[src/rtl/irq_unit_pkg.sv]
package irq_unit_pkg;
  localparam int unsigned STAT_W   = 8;
  localparam int unsigned RX_BIT   = 0;
  localparam int unsigned TX_BIT   = 1;
  localparam int unsigned IDLE_BIT = 2;
  localparam int unsigned EXT_LO   = 3;
  localparam int unsigned EXT_W    = STAT_W - EXT_LO;
  localparam logic [STAT_W-1:0] ACK_CLEARABLE = 8'hD6;
endpackage

[src/rtl/irq_status_bits.sv]
module irq_status_bits #(
  parameter int unsigned W = 8
) (
  input  logic         clk,
  input  logic         rst_n,
  input  logic [W-1:0] set_vec,
  input  logic [W-1:0] clr_vec,
  input  logic [W-1:0] force_vec,
  output logic [W-1:0] status_d,
  output logic [W-1:0] status_q
);
  // Per-bit priority: forced condition, then event, then hold unless cleared.
  for (genvar i = 0; i < W; i++) begin : g_bit
    assign status_d[i] = force_vec[i] | set_vec[i] | (status_q[i] & ~clr_vec[i]);

    always_ff @(posedge clk) begin
      if (!rst_n) status_q[i] <= 1'b0;
      else        status_q[i] <= status_d[i];
    end
  end
endmodule

[src/rtl/irq_mask_reg.sv]
module irq_mask_reg #(
  parameter int unsigned W = 8
) (
  input  logic         clk,
  input  logic         rst_n,
  input  logic         we,
  input  logic [W-1:0] wdata,
  output logic [W-1:0] mask_d,
  output logic [W-1:0] mask_q
);
  assign mask_d = we ? wdata : mask_q;

  always_ff @(posedge clk) begin
    if (!rst_n) mask_q <= '0;
    else        mask_q <= mask_d;
  end
endmodule

[src/rtl/irq_done_pop.sv]
module irq_done_pop #(
  parameter int unsigned CNT_W = 3
) (
  input  logic             ack_we,
  input  logic             ack_tx,
  input  logic [CNT_W-1:0] count,
  output logic             pop,
  output logic             left_nonzero
);
  logic             have;
  logic [CNT_W-1:0] left;

  assign have         = |count;
  assign pop          = ack_we & ack_tx & have;
  assign left         = count - CNT_W'(pop);
  assign left_nonzero = |left;
endmodule

[src/rtl/irq_unit.sv]
module irq_unit
  import irq_unit_pkg::*;
#(
  parameter int unsigned CNT_W = 3
) (
  input  logic              clk,
  input  logic              rst_n,
  input  logic              rx_event,
  input  logic [EXT_W-1:0]  ext_event,
  input  logic              tx_idle,
  input  logic [CNT_W-1:0]  done_count,
  input  logic              ack_we,
  input  logic [STAT_W-1:0] ack_val,
  input  logic              mask_we,
  input  logic [STAT_W-1:0] mask_val,
  output logic              done_pop,
  output logic [STAT_W-1:0] status,
  output logic [STAT_W-1:0] mask,
  output logic              irq
);
  logic              left_nz;
  logic [STAT_W-1:0] set_vec, clr_vec, force_vec;
  logic [STAT_W-1:0] status_d, mask_d;

  irq_done_pop #(.CNT_W(CNT_W)) u_pop (
    .ack_we       (ack_we),
    .ack_tx       (ack_val[TX_BIT]),
    .count        (done_count),
    .pop          (done_pop),
    .left_nonzero (left_nz)
  );

  always_comb begin
    set_vec                      = '0;
    set_vec[RX_BIT]              = rx_event;
    set_vec[STAT_W-1:EXT_LO]     = ext_event;
    force_vec                    = '0;
    force_vec[TX_BIT]            = left_nz;
    force_vec[IDLE_BIT]          = tx_idle;
    clr_vec                      = ack_we ? (ack_val & ACK_CLEARABLE) : '0;
  end

  irq_status_bits #(.W(STAT_W)) u_stat (
    .clk       (clk),
    .rst_n     (rst_n),
    .set_vec   (set_vec),
    .clr_vec   (clr_vec),
    .force_vec (force_vec),
    .status_d  (status_d),
    .status_q  (status)
  );

  irq_mask_reg #(.W(STAT_W)) u_mask (
    .clk    (clk),
    .rst_n  (rst_n),
    .we     (mask_we),
    .wdata  (mask_val),
    .mask_d (mask_d),
    .mask_q (mask)
  );

  always_ff @(posedge clk) begin
    if (!rst_n) irq <= 1'b0;
    else        irq <= |(status_d & mask_d);
  end
endmodule

[config.mk]
export PLATFORM = sky130hd
export DESIGN_NAME = irq_unit
export DESIGN_NICKNAME = d
export VERILOG_FILES = /design/src/rtl/irq_unit_pkg.sv /design/src/rtl/irq_status_bits.sv /design/src/rtl/irq_mask_reg.sv /design/src/rtl/irq_done_pop.sv /design/src/rtl/irq_unit.sv
export SDC_FILE = /design/constraint.sdc
export NUM_CORES = 1
export LEC_CHECK = 0
export CELL_PAD_IN_SITES_DETAIL_PLACEMENT = 1
export CELL_PAD_IN_SITES_GLOBAL_PLACEMENT = 1
export CORE_UTILIZATION = 24
export CTS_CLUSTER_SIZE = 10
export DETAILED_ROUTE_END_ITERATION = 12
export GPL_TIMING_DRIVEN = 0
export PLACE_DENSITY_LB_ADDON = 0.15
export REMOVE_ABC_BUFFERS = 1
export SYNTH_ARGS = -nofsm -noshare
export SYNTH_HDL_FRONTEND = slang
export SYNTH_SLANG_ARGS = --single-unit
[constraint.sdc]
create_clock -name clk -period 2.1 [get_ports clk]
set_input_delay 0.42 -clock clk [delete_from_list [all_inputs] [get_ports clk]]
set_output_delay 0.42 -clock clk [all_outputs]
set_load 0.03 [all_outputs]
==> results.yml <==
power:
  combPwrFrac: 0.282
  power_frac_seq: 0.484
  swShare: 0.283
  p_clk_frac: 0.234
  vdd_drop_max_v: 0.000308
  p_leak_uw: 0.000486
  total_power_uw: 735
  power_density_nw_per_um2: 612
  p_int_uw: 527
  p_sw_uw: 208
detailed_routing:
  wl_per_cell_um: 12.5
  drt_iter0_drc: 9
  routed.top_layer: "met4"
  wl_met3_um: 169
  vias: 657
  drt-met1-wl_um: 767
  ant_nets: 0
  wl_met2_um: 841
  drt_wl_total_um: 1790
  drc: 0
  drt_pass1_iterations: 2
  avgViaCountPerCell: 4.59
global_route:
  grt_pass1_vias: 690
  grt-ovfl-total: 0
  grt_pass1_wl_um: 2970
  grt_max_degree: 18
  antenna_found_initial: 0
  grt.total_usage: 0.125
clocking:
  insertion_delay_ns: 0.28
  cts_tree: "built"
  clock-sinks: 17
  cts_buffers: 3
  root_buffer: "clkbuf_4"
  clockBufferDepth: 2
  post_cts_buffers: 0
  clkTransAtPathRegs_ns: 0.10
  htreeDepth: 1
floorplan:
  chipHeight_um: 55.6
  die_area_um2: 3100
  initial_utilization: 0.253
  core_area_um2: 2730
  ios: 48
  rows: 19
  die-width_um: 55.6
final_layout:
  drive_gt1_frac: 0.0982
  antennaDiodeCount: 0
  fin_nets: 144
  area_growth_pct: 73.9
  final_cell_mix: "clkdlybuf4s50_1 (40), dfxtp_1 (17), nor2b_1 (9)"
  final_common_cell: "clkdlybuf4s50_1"
  fin_util: 0.439
critical_path:
  r2r_slack_ns: 0.87
  ff2ff_path_depth: 3
  start_kind: "input port"
  crit_type: "input port to flop"
  crit_arrival_ns: 2.16
  worst_path_max_delay_cell: "clkdlybuf4s50_1"
  crit_path_max_fanout: 2
  cp_cell_sequence: "clkdlybuf4s50_1 > nor3_2 > nor2_1 > ha_1 > inv_1 > a2111oi_4 > o2111ai_2 > o31a_1"
  crit_required_ns: 2.27
  end_kind: "flop"
  worstReg2RegStart: "u_stat.status_q[1]"
  crit_path_max_incr_delay_ns: 0.44
  rr_endpoint: "irq"
status:
  status: "complete, no violations"
synthesis:
  synth.avg_cell_area_um2: 10.5
  synth-warning-count: 0
  ys_seq_elements: 17
  ys_top_cells_by_area: "dfxtp_1 (49%), nor2b_1 (8.2%), mux2i_1 (7.2%), mux2_2 (4.9%), a2111oi_4 (4.0%)"
  synth_area_um2: 691
  synth_top_area_frac: 0.493
  synth_area_leader_cell: "dfxtp_1"
  synth_seq_area_share: 0.493
  ys_types: 22
  synthCells: 66
sta:
  worst_pin_slew_ns: 0.490
  finalCriticalPeriod_ns: 1.99
  rsz0062_at_grt: "no"
  finalSetupViolations: 0
  hold_viol: 0
  clock_skew_ns: 0.0111
  fin_crit_sh: 0.947
  maxSlewHeadroom: 0.672
  slew_violations: 0
  max_freq_ghz: 0.503
  layout_setup_ws_ns: 0.112
  finalSetupTns_ns: 0
run:
  maxCapViolCount: 0
placement:
  place_hpwl_um: 1420
  globalplace.congestion: 0.783
  pre_cts_ws_ns: -0.418
  port_buffers: 44
hold_path:
  hold_class: "flop to flop"
  hold_path_depth: 1
  hp-start: "u_stat.status_q[5]"
  hold_end: "u_stat.status_q[5]"
final cells by class:
class | count | area [um^2]
Fill cell | 316 | 1530
Timing Repair Buffer | 44 | 443
Multi-Input combinational cell | 45 | 345
Sequential cell | 17 | 340
Tap cell | 31 | 38.8
Clock buffer | 4 | 26.3
Inverter | 2 | 7.51
metal layers:
metal | global-route usage | vias to the layer above
met1 | 0.139 | 304
met4 | 0.0643 | 0
met5 | 0 | -
met2 | 0.212 | 30
met3 | 0.0419 | 2
li1 | - | 321
synthesized netlist by cell type:
master,n
a2111oi_4,1
o2111ai_1,1
mux2_2,3
nor3_1,1
and2b_2,1
nor2_1,1
buf_2,1
o21ai_0,3
inv_1,2
a21oi_1,4
xor2_1,1
o31a_1,1
o22ai_1,2
nand2_2,1
clkbuf_1,1
ha_1,1
o21a_1,3
nand2_1,4
mux2i_1,5
and2_1,3
nor2b_1,9
dfxtp_1,17
power groups by stage:
stage	registers [uW]	clock network (uW)	logic [uW]
finish	356	172	207
global route	359	199	221
CTS	356	184	210
detailed placement	364	0	208
global placement	362	0	205
floorplan	406	0	51.1
critical path: cells and delay by family:
| family | cells | cell delay, ns |
|---|---|---|
| AO/OA/AOI/OAI | 3 | 0.79 |
| AND/OR/NAND/NOR | 2 | 0.19 |
| adder cells (fa/ha/maj) | 1 | 0.27 |
| buffers and inverters | 2 | 0.49 |
metrics by stage:
stage | std cells | hold slack (ns) | cell area [um^2]
final | 143 | 0.503 | 1200
after global routing | 143 | 0.529 | 1200
after CTS | 143 | 0.504 | 1190
after detailed placement | 139 | 0.477 | 1160
after global placement | 139 | 0.468 | 1160
after floorplan | 64 | 0.530 | 682
registers in the layout, summed over array words and instances (netlist names):
| signal | cells |
|---|---|
| u_mask.mask_q | 8 |
| irq | 1 |
| u_stat.status_q | 8 |
kinds of logic (layout without fill, tap and decap cells):
logic type,Yosys count,in the layout,share of synthesized area
AOI/OAI and AO/OA,15,15,0.167
adders and majority gates,1,1,0.0181
and+or+nand+nor,20,20,0.165
muxes,8,8,0.121
DFF,17,17,0.493
xor gates and xnor gates,1,1,0.0127
buffers and inverters,4,50,0.0235
how the worst max path moves through the flow:
| stage | slack [ns] | end | from |
|---|---|---|---|
| floorplan | -0.01 | irq | ack_val[1] |
| global placement | -0.33 | irq | ack_we |
| detailed placement | -0.42 | irq | ack_we |
| CTS | 0.002 | irq | done_count[1] |
| global route | 0.03 | irq | done_count[0] |
| finish | 0.11 | irq | done_count[0] |
timing repair:
action / CTS / global route
hold buffers: 0 / 0
endpoints found under the setup margin: 2 / 1
pin swaps: 2 / 3
resized for setup: 3 / 3
No activity file was read; power rests on OpenSTA's default activity.
